$ cat config.mk
export PLATFORM = sky130hd
export DESIGN_NAME = cfd_trigger
export DESIGN_NICKNAME = d
export VERILOG_FILES = /design/src/rtl/cfd_pkg.sv /design/src/rtl/cfd_delay_line.sv /design/src/rtl/cfd_sum_stage.sv /design/src/rtl/cfd_gate.sv /design/src/rtl/cfd_trigger.sv
export SDC_FILE = /design/constraint.sdc
export NUM_CORES = 1
export LEC_CHECK = 0
export BUFFER_PORTS_ARGS = -buffer_cell sky130_fd_sc_hd__buf_2
export CORE_MARGIN = 5
export CORE_UTILIZATION = 28
export DETAILED_ROUTE_END_ITERATION = 16
export GPL_TIMING_DRIVEN = 0
export SLEW_MARGIN = 20
export SYNTH_ARGS = -nofsm -noshare
export SYNTH_HDL_FRONTEND = slang
export SYNTH_SLANG_ARGS = --single-unit
$ cat constraint.sdc
create_clock -name clk -period 6.4 [get_ports clk]
set_input_delay 0.64 -clock clk [delete_from_list [all_inputs] [get_ports clk]]
set_output_delay 0.64 -clock clk [all_outputs]
set_load 0.05 [all_outputs]
$ cat src/rtl/cfd_pkg.sv
// Shared types for the constant fraction discriminator.
// Assumes: nothing beyond the standard.
package cfd_pkg;
    // Sign of the registered sum now and one sample earlier.
    typedef struct packed {
        logic now_neg;
        logic was_neg;
    } sign_hist_t;
endpackage

$ cat src/rtl/cfd_delay_line.sv
// Register delay line with a selectable tap.
// What it does: keeps the last DEPTH samples and returns the one taken
// len edges ago (len 0 acts as 1, len above DEPTH acts as DEPTH).
// Assumes: len is steady while samples flow.
module cfd_delay_line #(
    parameter int W     = 12,
    parameter int DEPTH = 15,
    parameter int SEL_W = 4
) (
    input  logic                clk,
    input  logic                rst_n,
    input  logic signed [W-1:0] din,
    input  logic [SEL_W-1:0]    len,
    output logic signed [W-1:0] tap
);
    logic signed [W-1:0] stage [DEPTH];
    int idx;
    logic primed;

    // Shift the chain by one sample per clock.
    always_ff @(posedge clk) begin
        if (!rst_n) begin
            for (int k = 0; k < DEPTH; k++) stage[k] <= '0;
        end else begin
            stage[0] <= din;
            for (int k = 1; k < DEPTH; k++) stage[k] <= stage[k-1];
        end
    end

    // Map the requested length onto a stage index.
    always_comb begin
        int li;
        li = int'(len);
        if (li == 0)          idx = 0;
        else if (li > DEPTH)  idx = DEPTH - 1;
        else                  idx = li - 1;
    end

    // Pick the selected stage.
    always_comb begin
        tap = '0;
        for (int k = 0; k < DEPTH; k++) if (k == idx) tap = stage[k];
    end

    // Mark the cycles in which a past input value is meaningful.
    always_ff @(posedge clk) begin
        if (!rst_n) primed <= 1'b0;
        else        primed <= 1'b1;
    end

    // a length of 0 or 1 gives exactly one sample of delay.
    assert_unit_delay_R8: assert property (@(posedge clk) disable iff (!rst_n)
        (primed && len <= SEL_W'(1)) |-> (tap == $past(din)))
        else $error("delay line tap is not the previous sample");
endmodule

$ cat src/rtl/cfd_sum_stage.sv
// Scale-and-subtract stage.
// What it does: registers delayed - floor(current * frac / 2**FRAC_W) at
// SUM_W bits, and keeps the sign of this and of the previous sum.
// Assumes: SUM_W exceeds W + FRAC_W + 1.
module cfd_sum_stage
    import cfd_pkg::*;
#(
    parameter int W      = 12,
    parameter int FRAC_W = 8,
    parameter int SUM_W  = 22
) (
    input  logic                clk,
    input  logic                rst_n,
    input  logic signed [W-1:0] delayed,
    input  logic signed [W-1:0] current,
    input  logic [FRAC_W-1:0]   frac,
    output sign_hist_t          signs
);
    localparam int P_W = W + FRAC_W + 1;

    logic signed [FRAC_W:0]    frac_s;
    logic signed [P_W-1:0]     prod;
    logic signed [P_W-1:0]     scaled;
    logic signed [SUM_W-1:0]   sum_next;
    logic signed [SUM_W-1:0]   sum_q;

    // Form the scaled, inverted current sample plus the delayed sample.
    always_comb begin
        frac_s   = $signed({1'b0, frac});
        prod     = current * frac_s;
        scaled   = prod >>> FRAC_W;
        sum_next = {{(SUM_W-W){delayed[W-1]}}, delayed}
                 - {{(SUM_W-P_W){scaled[P_W-1]}}, scaled};
    end

    // Register the sum and the previous sign.
    always_ff @(posedge clk) begin
        if (!rst_n) begin
            sum_q         <= '0;
            signs.was_neg <= 1'b0;
        end else begin
            sum_q         <= sum_next;
            signs.was_neg <= sum_q[SUM_W-1];
        end
    end

    assign signs.now_neg = sum_q[SUM_W-1];

    // the registered sum stays within the reach of two full-scale terms.
    assert_no_overflow_R9: assert property (@(posedge clk) disable iff (!rst_n)
        (sum_q >= -(2**W)) && (sum_q <= 2**W))
        else $error("sum outside its expected range");
endmodule

$ cat src/rtl/cfd_gate.sv
// Strobe qualification.
// What it does: raises a one-cycle strobe on a non-negative to negative
// step of the sum while armed and outside hold-off, and latches the
// sample counter as a timestamp.
// Assumes: arm_level and holdoff_len are steady while samples flow.
module cfd_gate
    import cfd_pkg::*;
#(
    parameter int W       = 12,
    parameter int HOLD_W  = 8,
    parameter int STAMP_W = 16
) (
    input  logic                 clk,
    input  logic                 rst_n,
    input  sign_hist_t           signs,
    input  logic signed [W-1:0]  delayed,
    input  logic signed [W-1:0]  arm_level,
    input  logic [HOLD_W-1:0]    holdoff_len,
    output logic                 strobe,
    output logic [STAMP_W-1:0]   stamp
);
    logic                fire;
    logic                armed;
    logic [HOLD_W-1:0]   hold_cnt;
    logic [STAMP_W-1:0]  count;

    // Decide whether this edge produces a strobe.
    always_comb fire = signs.now_neg && !signs.was_neg && armed && (hold_cnt == '0);

    // Free-running sample counter.
    always_ff @(posedge clk) begin
        if (!rst_n) count <= '0;
        else        count <= count + 1'b1;
    end

    // Hold-off countdown, reloaded on each strobe.
    always_ff @(posedge clk) begin
        if (!rst_n)              hold_cnt <= '0;
        else if (fire)           hold_cnt <= holdoff_len;
        else if (hold_cnt != '0) hold_cnt <= hold_cnt - 1'b1;
    end

    // Arm on a deep delayed sample, disarm on a strobe.
    always_ff @(posedge clk) begin
        if (!rst_n)                  armed <= 1'b0;
        else if (fire)               armed <= 1'b0;
        else if (delayed < arm_level) armed <= 1'b1;
    end

    // Register the strobe and its timestamp.
    always_ff @(posedge clk) begin
        if (!rst_n) begin
            strobe <= 1'b0;
            stamp  <= '0;
        end else begin
            strobe <= fire;
            if (fire) stamp <= count;
        end
    end

    // a strobe lasts one cycle.
    assert_single_cycle_R3: assert property (@(posedge clk) disable iff (!rst_n)
        strobe |=> !strobe) else $error("strobe longer than one cycle");
    // a strobe follows a sign step of the sum.
    assert_crossing_R3: assert property (@(posedge clk) disable iff (!rst_n)
        strobe |-> ($past(signs.now_neg) && !$past(signs.was_neg)))
        else $error("strobe without a crossing");
    // a strobe needs the armed state.
    assert_armed_R4: assert property (@(posedge clk) disable iff (!rst_n)
        strobe |-> $past(armed)) else $error("strobe while unarmed");
    // the strobe leaves the block disarmed.
    assert_disarm_R5: assert property (@(posedge clk) disable iff (!rst_n)
        strobe |-> !armed) else $error("still armed after strobe");
    // no strobe while hold-off runs.
    assert_holdoff_R6: assert property (@(posedge clk) disable iff (!rst_n)
        (hold_cnt != '0) |=> !strobe) else $error("strobe inside hold-off");
    // the timestamp changes only with a strobe.
    assert_stamp_hold_R7: assert property (@(posedge clk) disable iff (!rst_n)
        !strobe |-> $stable(stamp)) else $error("stamp moved without strobe");
endmodule

$ cat src/rtl/cfd_trigger.sv
// Digital constant fraction discriminator, top level.
// What it does: delays the sample stream, subtracts a scaled copy of the
// present sample, and marks the sign step of the sum with a strobe and
// a coarse timestamp.
// Assumes: configuration inputs change only under reset.
module cfd_trigger
    import cfd_pkg::*;
#(
    parameter int  SAMPLE_W  = 12,
    parameter int  FRAC_W    = 8,
    parameter int  MAX_DELAY = 15,
    parameter int  HOLD_W    = 8,
    parameter int  STAMP_W   = 16,
    parameter int  SUM_W     = 22,
    localparam int DLY_W     = $clog2(MAX_DELAY + 1)
) (
    input  logic                       clk,
    input  logic                       rst_n,
    input  logic signed [SAMPLE_W-1:0] sample_in,
    input  logic [DLY_W-1:0]           delay_len,
    input  logic [FRAC_W-1:0]          frac,
    input  logic signed [SAMPLE_W-1:0] arm_level,
    input  logic [HOLD_W-1:0]          holdoff_len,
    output logic                       strobe,
    output logic [STAMP_W-1:0]         stamp
);
    logic signed [SAMPLE_W-1:0] delayed;
    sign_hist_t                 signs;

    cfd_delay_line #(.W(SAMPLE_W), .DEPTH(MAX_DELAY), .SEL_W(DLY_W)) u_delay (
        .clk(clk), .rst_n(rst_n), .din(sample_in), .len(delay_len), .tap(delayed)
    );

    cfd_sum_stage #(.W(SAMPLE_W), .FRAC_W(FRAC_W), .SUM_W(SUM_W)) u_sum (
        .clk(clk), .rst_n(rst_n), .delayed(delayed), .current(sample_in),
        .frac(frac), .signs(signs)
    );

    cfd_gate #(.W(SAMPLE_W), .HOLD_W(HOLD_W), .STAMP_W(STAMP_W)) u_gate (
        .clk(clk), .rst_n(rst_n), .signs(signs), .delayed(delayed),
        .arm_level(arm_level), .holdoff_len(holdoff_len),
        .strobe(strobe), .stamp(stamp)
    );
endmodule

==> results of run 1 <==
report_power, final:
part / total (mW) / switching, mW / leakage, nW / internal (mW)
clock network: 1.34 / 0.548 / 0.374 / 0.794
logic: 2.03 / 1.17 / 4.04 / 0.856
registers: 1.46 / 0.0276 / 1.81 / 1.43
cell usage in the layout (no fill, tap or decap), types with 11 or more instances in the layout:
| cell | synthesis | layout |
|---|---|---|
| sky130_fd_sc_hd__nand2_1 | 110 | 110 |
| sky130_fd_sc_hd__dfxtp_1 | 224 | 224 |
| sky130_fd_sc_hd__fa_1 | 77 | 76 |
| sky130_fd_sc_hd__o21ai_0 | 40 | 40 |
| sky130_fd_sc_hd__clkbuf_1 | 54 | 49 |
| sky130_fd_sc_hd__xnor2_1 | 21 | 21 |
| sky130_fd_sc_hd__ha_1 | 63 | 62 |
| sky130_fd_sc_hd__nand4_1 | 11 | 11 |
| sky130_fd_sc_hd__a21oi_1 | 53 | 50 |
| sky130_fd_sc_hd__inv_1 | 127 | 127 |
| sky130_fd_sc_hd__mux2i_1 | 31 | 31 |
| sky130_fd_sc_hd__nor2_1 | 38 | 38 |
| sky130_fd_sc_hd__buf_2 | 11 | 65 |
| sky130_fd_sc_hd__clkbuf_16 | 0 | 23 |
| sky130_fd_sc_hd__and2_1 | 254 | 254 |
final cells by class:
cell class | instances | area share [%]
multi-input combinational | 881 | 50.2
sequential | 224 | 31.7
tap | 585 | 5.18
clock buffer | 29 | 4.31
inverter | 128 | 3.40
timing repair buffer | 60 | 2.23
buffer | 64 | 1.93
clock inverter | 12 | 0.957
antenna | 1 | 0.0177
repair_timing:
action,4_1_cts,5_1_grt
buffers inserted,0,4
setup endpoints to repair,1,1
resized for setup,11,15
pin swaps,1,4
gates cloned,0,0
flip-flops by register name, summed over array words and instances (netlist names):
register	cells
u_gate.count	16
u_delay.stage	180
u_sum.sum_q	1
u_gate.strobe	1
u_gate.hold_cnt	8
u_sum.signs	1
u_gate.stamp	16
u_gate.armed	1
metal layers:
layer | vias to the layer above | part of all wire, %
li1 | 4402 | -
met1 | 4352 | 47
met2 | 207 | 45
met3 | 34 | 5.9
met4 | 0 | 1.7
met5 | - | 0
path summary, 6_finish.rpt:
kind / slack (ns) / to
worst max-delay path: 0.18 / u_sum.sum_q[20]$_SDFF_PN0_
worst min-delay path: 0.39 / u_gate.hold_cnt[4]$_SDFFE_PN0P_
worst max register to register: 2.62 / u_sum.sum_q[20]$_SDFF_PN0_
worst min register to register: 0.44 / u_delay.stage[0][161]$_SDFF_PN0_
critical path, cell delays in order:
cell	delay, ns
sky130_fd_sc_hd__buf_2	0.12
sky130_fd_sc_hd__clkbuf_4	0.19
sky130_fd_sc_hd__and2_1	0.17
sky130_fd_sc_hd__fa_1	0.47
sky130_fd_sc_hd__fa_1	0.49
sky130_fd_sc_hd__inv_1	0.05
sky130_fd_sc_hd__fa_1	0.52
sky130_fd_sc_hd__inv_1	0.05
sky130_fd_sc_hd__fa_1	0.57
sky130_fd_sc_hd__ha_2	0.32
sky130_fd_sc_hd__a21o_1	0.18
sky130_fd_sc_hd__a21oi_2	0.15
sky130_fd_sc_hd__nor2b_1	0.09
sky130_fd_sc_hd__a311oi_4	0.24
sky130_fd_sc_hd__buf_4	0.19
sky130_fd_sc_hd__a21oi_4	0.09
sky130_fd_sc_hd__xnor2_1	0.39
sky130_fd_sc_hd__ha_1	0.33
sky130_fd_sc_hd__a21oi_1	0.14
sky130_fd_sc_hd__o21bai_1	0.10
sky130_fd_sc_hd__or4b_2	0.62
sky130_fd_sc_hd__o22ai_1	0.22
sky130_fd_sc_hd__mux2i_1	0.27
cells by family (layout without fill, tap and decap cells):
kind of cell / Yosys count / after routing / synth area share [%]
AO/OA/AOI/OAI: 195 / 195 / 10.2
XOR/XNOR: 31 / 31 / 2.22
multiplexers: 51 / 51 / 5.11
buffers and inverters: 195 / 293 / 6.15
flip-flops: 224 / 224 / 36.6
AND/OR/NAND/NOR: 464 / 464 / 20.8
adder cells (fa/ha/maj): 140 / 140 / 19.0
other: 0 / 1 / 0
synth_stat cells, drive strengths merged (9+ instances only):
cell      n
inv     127
xor2     10
nor2     38
o21ai    44
a21boi   19
mux2     13
dfxtp   224
fa       77
nand3    10
buf      13
nand2   110
clkbuf   54
nor2b     9
a21o      9
nand4    11
a21oi    53
and2    255
ha       63
xnor2    21
o22ai     9
mux2i    31
==> results list, run 1 <==
- Filler cell count in the final layout: around 4500
- The root buffer cell chosen for the clock tree is sky130_fd_sc_hd__clkbuf_16.
- For the worst setup path, the data required time is 6.82 ns.
* Leakage power summed over all cells: 6.22 nW
* Global placement routability congestion: 0.866
- DIE WIDTH: 219 um
- Number of distinct library cell variants in the gate-level netlist after synthesis: 63
* Sum of negative setup slack: 0 ns
- After global routing, the most crowded layer is met2.
- Vias in the first global route: 9039
- Source of the critical timing path: frac[4]
- The count of cells in the finished layout, fillers not included, comes to about 2000.
- Hold_buf cts: 0
- After synthesis, the largest area contributor takes up 36.6% of total cell area.
- Die Outline Area: between 0.04 and 0.05 mm^2
* Number of vias per cell: 4.53
* Worst setup margin: between 0.15 and 0.2 ns
* Worst hold path stage count: 3
* Met1 track utilization from global routing: 18.8%
- Post-route DRC violation count: 0
* Maximum fanout along the worst path: 10
- The sequential cells in the finished layout cover a total of 0.00448 mm^2.
- Outcome: finished, final reports clean
- In this run the core area contains between 70 and 80 standard-cell rows.
* Overall power of the completed layout: 4.83 mW
- Worst-case headroom to the max-slew limit: 44.5%
- TritonCTS clock tree: built
- Setup Skew: 0.0121 ns
- DP HPWL: 24.6 mm
- Worst ir drop on vdd: 186 uV
- The worst hold path belongs to the class in2reg.
- The finished cells cover 0.0141 mm^2.
- After the first detailed-routing iteration, the DRC count stood at 565.
- Grt total ovfl: 0
- Dominant synthesized flop cell: sky130_fd_sc_hd__dfxtp_1
* Startpoint of the worst-slack reg-to-reg timing path: u_delay.stage[0][30]$_SDFF_PN0_
- Starting Density: 28.4%
- The detailed router placed 8995 vias in this run.
- The worst setup path is of the in2reg kind.
- Syn_area_per_cell: roughly 9.4 um^2
- The initial antenna violation count is 1.
* P per Cell Area: between 300 and 400 mW/mm^2
- Post-synthesis register bit count: 224
- The share of the Yosys chip area taken by registers is 36.6%.
- Final Slew Violations: 0
- The first global-routing pass estimated 51.0 mm of wire.
* CORE AREA: 0.0432 mm^2
* Total number of clock tree sinks: about 220
- For this run, global-route usage on met3 was measured as a little over 2%.
- Cell taking the most area after synthesis: sky130_fd_sc_hd__dfxtp_1
- Post-place setup slack: -1.39 ns
- Highest attainable clock frequency: 161 MHz
- After technology mapping, the gate count stands at 1300.
* Syn Std Cell Area: ~0.012 mm^2
- For the pin with the worst max-slew slack, the measured transition is 0.826 ns.
- The final number of hold-violating endpoints was 0.
- Type of element capturing the critical path: flip-flop
- IO buf count: 56
* Synth Warn #: 0
* Share of layout cells above drive strength 1: 10.6%
- Tcrit/Tclk final: between 90% and 100%
* Worst hold-check slack: 0.388 ns
- # Max-Cap Violations: 0
* Shortest clock period the worst path allows after layout: 6.22 ns
* Proportion of synthesized flip-flops having asynchronous set or reset: 0%
- Clock-pin slew was measured on the worst setup and hold paths at about 0.06 ns.
* Largest cells by area after synthesis: sky130_fd_sc_hd__dfxtp_1 37%, sky130_fd_sc_hd__and2_1 13%, sky130_fd_sc_hd__fa_1 13%
- Launch instance of the worst min-delay path: holdoff_len[4]
* Syn Nets: 1486
* Total GRT Usage: 13.3%
* Clock Tree Buf Depth: 3
* Arr. time, crit path: 6.64 ns
- 63 I/O pins were placed.
- Largest net degree at the start of global routing: 15
* Worst Reg2Reg Path Length in Cells: 14
* Routed Wire Length: roughly 32 mm
- Number of flops mapped to enable cells by yosys: 0
* Floorplan die height: about 220 um
- Detailed-routing iteration count for the pre-antenna-repair pass: 5
* Worst Setup Start Kind: input pin
- In the final layout, the multi-input gates occupy 0.00709 mm^2.
- Clock insertion delay at the later pin of the skew report: 0.51 ns
* Routed Antenna Nets: 0
- Placed Instance Area: 0.0133 mm^2
- Area growth syn-to-layout: 15.3%
- In this run the number of H-tree levels came out at 1.
* Utilization of the core after routing: roughly a third
- Counting the buffers created by CTS gives 23.
* Average routed wire per standard cell: 16.2 um
- In the global route stage, met2 resource usage came out at a little over a fifth.
* Number of cells after detailed placement: 1941
- Nets@finish: 1568
- Setup violations remaining at the end of the flow were counted as 0.
No activity file was read; power rests on OpenSTA's default activity.
==> run 2, diff against run 1 <==
--- a/config.mk
+++ b/config.mk
@@ -6,7 +6,6 @@
 export NUM_CORES = 1
 export LEC_CHECK = 0
 export BUFFER_PORTS_ARGS = -buffer_cell sky130_fd_sc_hd__buf_2
-export CORE_MARGIN = 5
 export CORE_UTILIZATION = 28
 export DETAILED_ROUTE_END_ITERATION = 16
 export GPL_TIMING_DRIVEN = 0
==> results list, run 2 (synthesized netlist as in run 1, its figures left out) <==
- In this run the horizontal extent of the chip is 211 um.
* Floorplan die height: 211 um
* Peak per-stage delay on the critical path: approximately 0.63 ns
- On the critical path, the stage with the largest delay is an instance of sky130_fd_sc_hd__or4b_2.
* Share of layout cells above drive strength 1: a little over a tenth
- STA classifies the critical path startpoint as an input pin.
- For the worst setup path, the data required time is 6.83 ns.
- The via count of the first global-routing pass was 8859.
- Once detailed placement completed, the half-perimeter wirelength came to 24.2 mm.
* CTS H-tree depth: 1
* Reg-to-reg critical path endpoint: u_sum.sum_q[20]$_SDFF_PN0_
* Worst Reg2Reg Path Length in Cells: 14
- Highest attainable clock frequency: 160 MHz
- TritonCTS built the clock tree.
- Vias post-DR: roughly 9000
- Leaving out fill and tap cells, the most frequent cell in the layout is sky130_fd_sc_hd__and2_1.
* Buffers and inverters on the worst path: 5
- Routability-driven placement finished with a final weighted congestion of just under 0.9.
- Summing internal, switching and leakage power gives 4.77 mW.
- The worst-case IR drop observed on VDD is around 190 uV.
* Worst setup margin: 0.146 ns
* CTS buffer count: 22
- For the worst-skew pair, the clock arrives at the later sink with an insertion delay of 0.52 ns.
- The first global-routing pass estimated 49.5 mm of wire.
* Worst path top cell family by delay: adder cells
- Starting Density: 28.4%
* Maximum fanout along the worst path: 11
* Utilization of the core after routing: between 30% and 40%
- End point of the most critical hold path: u_gate.hold_cnt[2]$_SDFFE_PN0P_
- The sequential cells in the finished layout cover a total of 0.00448 mm^2.
- In the final routed layout, each cell accounts on average for about 16 um.
* Area growth syn-to-layout: 14.9%
- Count of routing violations after the opening detailed-route iteration: 624
- Clock transition at the registers of the reported paths: 0.06 ns
* Leakage power summed over all cells: around 6.2 nW
- The final critical path takes up 97.7% of the cycle.
* Cells along the critical path: clkbuf_4 -> nand2_1 -> inv_1 -> fa_2 -> buf_4 -> fa_1 -> inv_1 -> fa_1 -> inv_1 -> fa_1 -> ha_1 -> and3_1 -> a311oi_4 -> a21oi_4 -> o41ai_4 -> ha_1 -> nand2_1 -> o21bai_1 -> or4b_2 -> o22ai_2 -> mux2i_1
- Regs by FF count: u_delay.stage x180, u_gate.count x16, u_gate.stamp x16
- Between clock sinks in the finished design, the worst skew comes to 0.0201 ns.
* Worst-case headroom to the max-slew limit: 45.5%
* Largest register FFs: 180
* Shortest clock period the worst path allows after layout: 6.25 ns
* P per Cell Area: 339 mW/mm^2
- Adding up every negative setup slack in the final design gives 0 ns.
- Count of final setup violators: 0
* Std-Cell Rows: 76
- Final Slew Violations: 0
- Number of primary I/O pins: 63
- Entering global routing, the biggest net connects 15 pins.
- Startpoint of the worst-slack reg-to-reg timing path: u_delay.stage[0][6]$_SDFF_PN0_
- The library cells used most frequently in the layout, excluding fill and tap cells, are 254 x sky130_fd_sc_hd__and2_1, 224 x sky130_fd_sc_hd__dfxtp_1, 127 x sky130_fd_sc_hd__inv_1, 110 x sky130_fd_sc_hd__nand2_1, 76 x sky130_fd_sc_hd__fa_1.
- Input and output buffers added on the ports amount to 56.
- CTS placed an instance of sky130_fd_sc_hd__clkbuf_16 at the clock tree root.
- At the pin with the least slew margin, the transition time is 0.818 ns.
* Arr. time, crit path: about 6.7 ns
- Detailed-routing iteration count for the pre-antenna-repair pass: 5
- Total number of clock tree sinks: 224
- Ranked by flip-flop count, first place goes to u_delay.stage.
* Worst setup path class: in2reg
- In the routed layout, each cell is associated on average with a via count of 4.56.
* Routed Wire Length: approximately 32 mm
- The initial antenna violation count is 0.
- The detail route stage leaves a number of antenna-violating nets equal to 0.
* Diode insertion count for antenna repair: 0
- Hold_buf cts: 0
- Grt total ovfl: 0
* Launch instance of the worst min-delay path: holdoff_len[2]
* Critical Path Stages: 21
- Area of combinational cells with multiple inputs: between 0.007 and 0.008 mm^2
- Counting instances, the worst hold path has a depth of 3.
* Nets@finish: 1564
- Before CTS, the worst setup slack after placement is -1.37 ns.
- Type of element capturing the critical path: flip-flop
- CORE AREA: 0.0431 mm^2
- Post-route DRC violation count: 0
* Worst min path class: in2reg
- Total GRT Usage: 14.3%
- Filler cell count in the final layout: 4418
* Hold Fails Final Rpt: 0
- Clock Tree Buf Depth: 3
* # Max-Cap Violations: 0
- The setup check on the worst reg-to-reg path leaves a slack of 2.84 ns.
* Die Outline Area: 0.0446 mm^2
- The flow ran to the end, and the final reports show no timing, DRC or antenna violations.
## run 2: cell types whose count changed in the layout (fill, tap and decap cells not counted), moves of 2 or more
cell,change
sky130_fd_sc_hd__clkinv_2,-4
sky130_fd_sc_hd__clkbuf_2,-3
sky130_fd_sc_hd__bufinv_16,-3
sky130_fd_sc_hd__ha_4,+2
sky130_fd_sc_hd__clkbuf_8,+5
## run 2: final cells by class
| class | count | share of cell area, % |
|---|---|---|
| Inverter | 128 | 3.41 |
| Clock inverter | 6 | 0.293 |
| Tap cell | 585 | 5.20 |
| Multi-Input combinational cell | 881 | 50.6 |
| Timing Repair Buffer | 59 | 2.19 |
| Sequential cell | 224 | 31.8 |
| Buffer | 62 | 1.87 |
| Clock buffer | 32 | 4.60 |
## run 2: worst register-to-register path, cell delays in order (launching register included)
cell and delay [ns]:
sky130_fd_sc_hd__dfxtp_1 0.38, sky130_fd_sc_hd__nor2_1 0.06, sky130_fd_sc_hd__a211oi_1 0.25, sky130_fd_sc_hd__a31oi_1 0.11, sky130_fd_sc_hd__o221ai_1 0.28, sky130_fd_sc_hd__o211ai_1 0.15
sky130_fd_sc_hd__a22o_1 0.19, sky130_fd_sc_hd__o21ai_0 0.24, sky130_fd_sc_hd__ha_1 0.35, sky130_fd_sc_hd__a21o_1 0.15, sky130_fd_sc_hd__a21o_1 0.17, sky130_fd_sc_hd__a21oi_1 0.16
sky130_fd_sc_hd__or4b_2 0.61, sky130_fd_sc_hd__o22ai_2 0.18, sky130_fd_sc_hd__mux2i_1 0.19
## run 2: how the worst max path moves through the flow
stage / startpoint / slack [ns] / to
after floorplan: frac[0] / 0.07 / u_sum.sum_q[20]$_SDFF_PN0_
after global placement: frac[0] / -1.39 / u_sum.sum_q[20]$_SDFF_PN0_
after detailed placement: frac[0] / -1.37 / u_sum.sum_q[20]$_SDFF_PN0_
after CTS: frac[0] / 0.02 / u_sum.sum_q[20]$_SDFF_PN0_
after global routing: frac[0] / -0.02 / u_sum.sum_q[20]$_SDFF_PN0_
final: frac[0] / 0.15 / u_sum.sum_q[20]$_SDFF_PN0_
## run 2: report_power, final
group / total [mW] / switching (mW) / internal (mW) / leakage [nW]
Clock: 1.24 / 0.540 / 0.703 / 0.345
Sequential: 1.46 / 0.0282 / 1.43 / 1.81
Combinational: 2.07 / 1.19 / 0.880 / 4.04
## run 2: metal layers
layer  vias up  GRT usage (%)  routed length, um  share of wire [%]
met3        46           2.57               2050                6.5
met1      4331           20.1              15000                 47
met2       257           22.1              13800                 44
li1       4384              -                  -                  -
met4         0           4.15                798                2.5
met5         -              0                  0                  0
## run 2: per-stage QoR
step / hold WS, ns / std cells / instance area, um^2
4_1_cts: 0.379 / 1975 / 14000
3_5_place_dp: 0.434 / 1941 / 13300
5_1_grt: 0.385 / 1977 / 14100
3_3_place_gp: 0.428 / 1941 / 13300
6_report: 0.392 / 1977 / 14100
2_1_floorplan: 0.420 / 1300 / 12300
## run 2: what timing repair did
action,CTS,global route
setup endpoints to repair,1,1
cloned,0,0
resized for setup,9,18
pin swaps,0,5
buffers inserted,0,3
